### src/rtl/clk_root_cfg_bank.sv
module clk_root_cfg_bank #(
  parameter int DIV_W      = 5,
  parameter int MND_W      = 8,
  parameter int COMMIT_CYC = 2,
  parameter int ADDR_W     = 5
) (
  input  logic              clk,
  input  logic              rst_n,
  input  logic              bus_sel,
  input  logic              bus_we,
  input  logic [ADDR_W-1:0] bus_addr,
  input  logic [31:0]       bus_wdata,
  output logic [31:0]       bus_rdata,
  output logic [DIV_W-1:0]  act_div,
  output logic [2:0]        act_src,
  output logic [1:0]        act_mode,
  output logic [MND_W-1:0]  act_m,
  output logic [MND_W-1:0]  act_n,
  output logic [MND_W-1:0]  act_d,
  output logic              root_on
);

  localparam int CNT_W = (COMMIT_CYC > 1) ? $clog2(COMMIT_CYC) : 1;
  localparam int AGE_W = $clog2(COMMIT_CYC + 2);
  localparam logic [ADDR_W-1:0] A_CMD = ADDR_W'(0);
  localparam logic [ADDR_W-1:0] A_CFG = ADDR_W'(4);
  localparam logic [ADDR_W-1:0] A_M   = ADDR_W'(8);
  localparam logic [ADDR_W-1:0] A_N   = ADDR_W'(12);
  localparam logic [ADDR_W-1:0] A_D   = ADDR_W'(16);

  // dirty flag order: 0 config, 1 N, 2 M, 3 D (command bits 4..7)
  logic wr, wr_cmd, wr_cfg, wr_m, wr_n, wr_d;
  logic [3:0] wr_sh;
  assign wr     = bus_sel & bus_we;
  assign wr_cmd = wr && (bus_addr == A_CMD);
  assign wr_cfg = wr && (bus_addr == A_CFG);
  assign wr_m   = wr && (bus_addr == A_M);
  assign wr_n   = wr && (bus_addr == A_N);
  assign wr_d   = wr && (bus_addr == A_D);
  assign wr_sh  = {wr_d, wr_m, wr_n, wr_cfg};

  logic unused_wdata;
  assign unused_wdata = &{1'b0, bus_wdata};

  logic [DIV_W-1:0] sh_div, sn_div;
  logic [2:0]       sh_src, sn_src;
  logic [1:0]       sh_mode, sn_mode;
  logic [MND_W-1:0] sh_m, sh_n, sh_d, sn_m, sn_n, sn_d;

  logic             upd_q, en_q, on_q;
  logic [CNT_W-1:0] cnt_q;
  logic [3:0]       dirty_q, late_q;
  logic             start, commit;

  assign start  = wr_cmd & bus_wdata[0] & ~upd_q;
  assign commit = upd_q && (cnt_q == CNT_W'(COMMIT_CYC - 1));

  always_ff @(posedge clk or negedge rst_n) begin
    if (!rst_n) begin
      sh_div <= '0; sh_src <= '0; sh_mode <= '0;
      sh_m <= '0; sh_n <= '0; sh_d <= '0;
    end else begin
      if (wr_cfg) begin
        sh_div  <= bus_wdata[DIV_W-1:0];
        sh_src  <= bus_wdata[10:8];
        sh_mode <= bus_wdata[13:12];
      end
      if (wr_m) sh_m <= bus_wdata[MND_W-1:0];
      if (wr_n) sh_n <= bus_wdata[MND_W-1:0];
      if (wr_d) sh_d <= bus_wdata[MND_W-1:0];
    end
  end

  always_ff @(posedge clk or negedge rst_n) begin
    if (!rst_n) begin
      sn_div <= '0; sn_src <= '0; sn_mode <= '0;
      sn_m <= '0; sn_n <= '0; sn_d <= '0;
    end else if (start) begin
      sn_div <= sh_div; sn_src <= sh_src; sn_mode <= sh_mode;
      sn_m <= sh_m; sn_n <= sh_n; sn_d <= sh_d;
    end
  end

  always_ff @(posedge clk or negedge rst_n) begin
    if (!rst_n) begin
      act_div <= '0; act_src <= '0; act_mode <= '0;
      act_m <= '0; act_n <= '0; act_d <= '0;
    end else if (commit) begin
      act_div <= sn_div; act_src <= sn_src; act_mode <= sn_mode;
      act_m <= sn_m; act_n <= sn_n; act_d <= sn_d;
    end
  end

  always_ff @(posedge clk or negedge rst_n) begin
    if (!rst_n) begin
      upd_q <= 1'b0;
      cnt_q <= '0;
    end else if (start) begin
      upd_q <= 1'b1;
      cnt_q <= '0;
    end else if (commit) begin
      upd_q <= 1'b0;
    end else if (upd_q) begin
      cnt_q <= cnt_q + 1'b1;
    end
  end

  always_ff @(posedge clk or negedge rst_n) begin
    if (!rst_n) begin
      dirty_q <= '0;
      late_q  <= '0;
    end else begin
      for (int i = 0; i < 4; i++) begin
        if (commit) begin
          dirty_q[i] <= late_q[i] | wr_sh[i];
          late_q[i]  <= 1'b0;
        end else begin
          dirty_q[i] <= dirty_q[i] | wr_sh[i];
          late_q[i]  <= late_q[i] | (wr_sh[i] & upd_q);
        end
      end
    end
  end

  always_ff @(posedge clk or negedge rst_n) begin
    if (!rst_n) begin
      en_q <= 1'b0;
      on_q <= 1'b0;
    end else begin
      if (wr_cmd) en_q <= bus_wdata[1];
      on_q <= en_q;
    end
  end

  assign root_on = on_q;

  always_comb begin
    bus_rdata = '0;
    if (bus_sel) begin
      case (bus_addr)
        A_CMD: bus_rdata = {~on_q, 23'd0, dirty_q, 2'b00, en_q, upd_q};
        A_CFG: bus_rdata = 32'(sh_div) | (32'(sh_src) << 8) | (32'(sh_mode) << 12);
        A_M:   bus_rdata = 32'(sh_m);
        A_N:   bus_rdata = 32'(sh_n);
        A_D:   bus_rdata = 32'(sh_d);
        default: bus_rdata = '0;
      endcase
    end
  end

  logic [AGE_W-1:0] age_q;
  always_ff @(posedge clk or negedge rst_n) begin
    if (!rst_n) age_q <= '0;
    else        age_q <= upd_q ? age_q + 1'b1 : '0;
  end

  AST_UPD_HOLD: assert property (@(posedge clk) disable iff (!rst_n)
    ((COMMIT_CYC >= 2) && $rose(upd_q)) |=> upd_q);
  AST_UPD_BOUNDED: assert property (@(posedge clk) disable iff (!rst_n)
    upd_q |-> (age_q < AGE_W'(COMMIT_CYC)));
  AST_ACT_HOLD: assert property (@(posedge clk) disable iff (!rst_n)
    !$fell(upd_q) |-> $stable({act_div, act_src, act_mode, act_m, act_n, act_d}));
  AST_DIRTY_SET: assert property (@(posedge clk) disable iff (!rst_n)
    wr_cfg |=> dirty_q[0]);
  AST_ROOT_FOLLOW: assert property (@(posedge clk) disable iff (!rst_n)
    en_q |=> root_on);

endmodule

### config.mk
export PLATFORM = sky130hd
export DESIGN_NAME = clk_root_cfg_bank
export DESIGN_NICKNAME = d
export VERILOG_FILES = /design/src/rtl/clk_root_cfg_bank.sv
export SDC_FILE = /design/constraint.sdc
export NUM_CORES = 1
export LEC_CHECK = 0
export BUFFER_PORTS_ARGS = -buffer_cell sky130_fd_sc_hd__buf_4
export CORE_MARGIN = 2
export CORE_UTILIZATION = 55
export CTS_CLUSTER_SIZE = 25
export DETAILED_ROUTE_END_ITERATION = 6
export PLACE_DENSITY = 0.8
export SLEW_MARGIN = 15
export SYNTH_ARGS = -nofsm -noshare
export SYNTH_HDL_FRONTEND = slang
export SYNTH_SLANG_ARGS = --single-unit
### constraint.sdc
create_clock -name clk -period 4.2 [get_ports clk]
set_input_delay 0 -clock clk [delete_from_list [all_inputs] [get_ports clk]]
set_output_delay 0 -clock clk [all_outputs]
set_load 0.1 [all_outputs]
==> qor.txt <==
Die X -> 99.61 um
RR Startpoint -> upd_q
Inserted Clock Buffers -> 17
reg2reg setup slack -> 1.94 ns
RePlAce Congestion -> 0.8049
Tot Pwr -> 2867 uW
DR WL/cell -> 19.07 um
num ports -> 108
CTS tree -> yes
DRT iter0 DRCs -> 168
syn avg cell area -> 14.92 um2
die height -> 99.61 um
Setup Crit Path Kind -> flip-flop to flip-flop
ys async rst share -> 100.0%
Area growth syn-to-layout -> 25.14%
input/output buffers -> 70
Sink Count -> 114
Worst slew margin -> 38.01%
hold path start -> bus_we
worst-margin pin slew -> 0.9280 ns
#FFs+latches synth -> 114
VDD IR-drop max -> 0.0003349 V
clock tree buffer depth -> 2
ANT cells -> 0
final setup fails -> 0
DR vias -> 3134
final worst path period share -> 53.74%
DPL Wire Length -> 6197 um
Vias/cell -> 5.698
Worst EP required -> 4.59 ns
CTS Root Cell -> clkbuf_8
# nets final -> 470
number of synthesized flops with an enable pin -> 0
Post-route DRC -> 0
H-tree depth -> 4
sequential area share after synthesis -> 56.74%
synth warn -> 0
RSZ-0062 raised after global routing -> false
Worst EP arrival -> 2.65 ns
All-Layer GR Usage -> 22.55%
Reg clk slew, reported paths -> 0.05 ns
Post-Route Setup TNS -> 0 ns
main flop type after synthesis -> dfrtp_1
Reg2Reg Depth -> 3
WHS Endpoint -> late_q[1]
DRT Wirelength -> 10490 um
busiest grt layer -> met2
startpoint types -> flip-flop
met1 usage -> 28.00%
first drt pass iteration count -> 4
Yosys cell types -> 35
vias in the first global route -> 3341
power per cell area -> 455.7 mW/mm2
max frequency -> 443.0 MHz
fillcell total -> 576
layout cells sized above 1 -> 49.55%
Remaining Overflow, GRT -> 0
worst-path fanout max -> 35
initial antenna violation count -> 0
Initial Util -> 57.09%
Hold Path Depth -> 4
max-slew violations -> 0
CORE AREA -> 0.008806 mm2
DRT antenna net count -> 0
status -> complete, no violations
Max Cap Viol -> 0
global routing usage on met2 -> 36.49%
worst min-delay path class -> primary input to flip-flop
clock skew -> 0.005218 ns
Mapped Cells -> 337
first-pass GRT wire length -> 17110 um
cell area after synthesis -> 0.005027 mm2
post-CTS sizing -> 0
Pleak -> 0.003309 uW
pin count of the biggest net entering global routing -> 90
Final Hold Vio Count -> 0
Worst-Skew Late Latency -> 0.51 ns
Rows -> 34
Final Util -> 71.44%
met3 Use GR -> 6.325%
minimum clock period after layout -> 2.257 ns
Die ar. -> 0.009921 mm2
RR Endpoint -> sn_n[1]
CP Capture Type -> flip-flop
## power breakdown
group          switching (uW)  total, uW  internal (uW)
Clock                     478       1380            900
Combinational             169        270            101
Sequential               54.3       1220           1160
## per-layer routing
layer  part of all wire (%)  vias up
met5                      0        -
met4                    2.1        0
met3                    5.7       21
met2                     51      119
met1                     41     1614
li1                       -     1380
## cells in the final DEF, fill, tap and decap left out, types with 5 or more instances in the layout
master | Yosys | routed
a21oi_1 | 9 | 9
and3_1 | 13 | 13
buf_4 | 22 | 71
clkbuf_16 | 0 | 16
clkbuf_8 | 0 | 5
clkinv_2 | 0 | 6
conb_1 | 1 | 18
dfrtp_1 | 114 | 114
dlygate4sd3_1 | 0 | 19
mux2_2 | 81 | 81
mux2_4 | 29 | 29
mux2i_1 | 6 | 6
nand3_1 | 7 | 7
nor2_1 | 5 | 5
## layout make-up
class / count / area, um2 / share of cell area [%]
inverter: 2 / 7.507 / 0.1193
clock inverter: 10 / 106.4 / 1.691
clock buffer: 22 / 473.0 / 7.518
sequential: 114 / 2853 / 45.35
multi-input combinational: 203 / 1982 / 31.50
timing repair buffer: 91 / 734.5 / 11.67
tap: 108 / 135.1 / 2.148
## state kept, by name, indices dropped and copies added (netlist names), 4 cells and up
signal,cells
sh_n,8
sh_m,8
sn_div,5
act_d,8
late_q,4
act_div,5
sn_m,8
dirty_q,4
act_m,8
sh_d,8
sn_d,8
sh_div,5
sn_n,8
act_n,8
## cells by family (layout without fill, tap and decap cells)
family	after synthesis	after routing	synth area share (%)
muxes	117	117	28.22
AOI/OAI and AO/OA	28	28	3.957
other	1	18	0.07459
DFF	114	114	56.74
buffers and inverters	37	125	5.102
and+or+nand+nor	40	40	5.898
## metrics by stage
stage	setup WS [ns]	hold slack [ns]	cells	instance area (um2)
floorplan	1.833	-0.2956	354	5091
global placement	1.992	0.2337	499	5518
detailed placement	1.957	0.2377	499	5518
CTS	1.977	0.003917	550	6287
global route	1.857	0.06636	550	6291
finish	1.943	0.01159	550	6291
## cell usage after synthesis, drive strengths merged (3+ instances only)
cell type    n  share of area [%]
a211o        4               0.70
a21oi        9               0.90
a22oi        3               0.45
a41oi        4               0.70
and3        13                1.6
buf         30                4.6
clkbuf       5               0.37
dfrtp      114                 57
mux2       111                 27
mux2i        6                1.2
nand3        7               0.70
nor2         5               0.37
nor2b        3               0.42
o22a         3               0.52
## repair_timing
item | CTS | global route
setup buffers | 0 | 0
endpoints found under the hold margin | 127 | 0
hold buffers | 19 | 0
## worst max-delay path, cell delays in order, from the launching register on
cell and delay, ns:
dfrtp_1 0.54, nor2b_1 0.27, nand4_4 0.74, mux2_4 0.58
## how the worst max path moves through the flow
stage,startpoint,endpoint,slack (ns),cells after the start
5_1_grt,upd_q,sn_src[2],1.86,3
4_1_cts,upd_q,sn_n[0],1.98,3
3_3_place_gp,upd_q,sn_d[2],1.99,3
3_5_place_dp,upd_q,sn_src[1],1.96,3
2_1_floorplan,bus_addr[2],bus_rdata[4],1.83,4
6_report,upd_q,sn_n[1],1.94,3
Note: power is estimated with default switching activity, not from simulation.
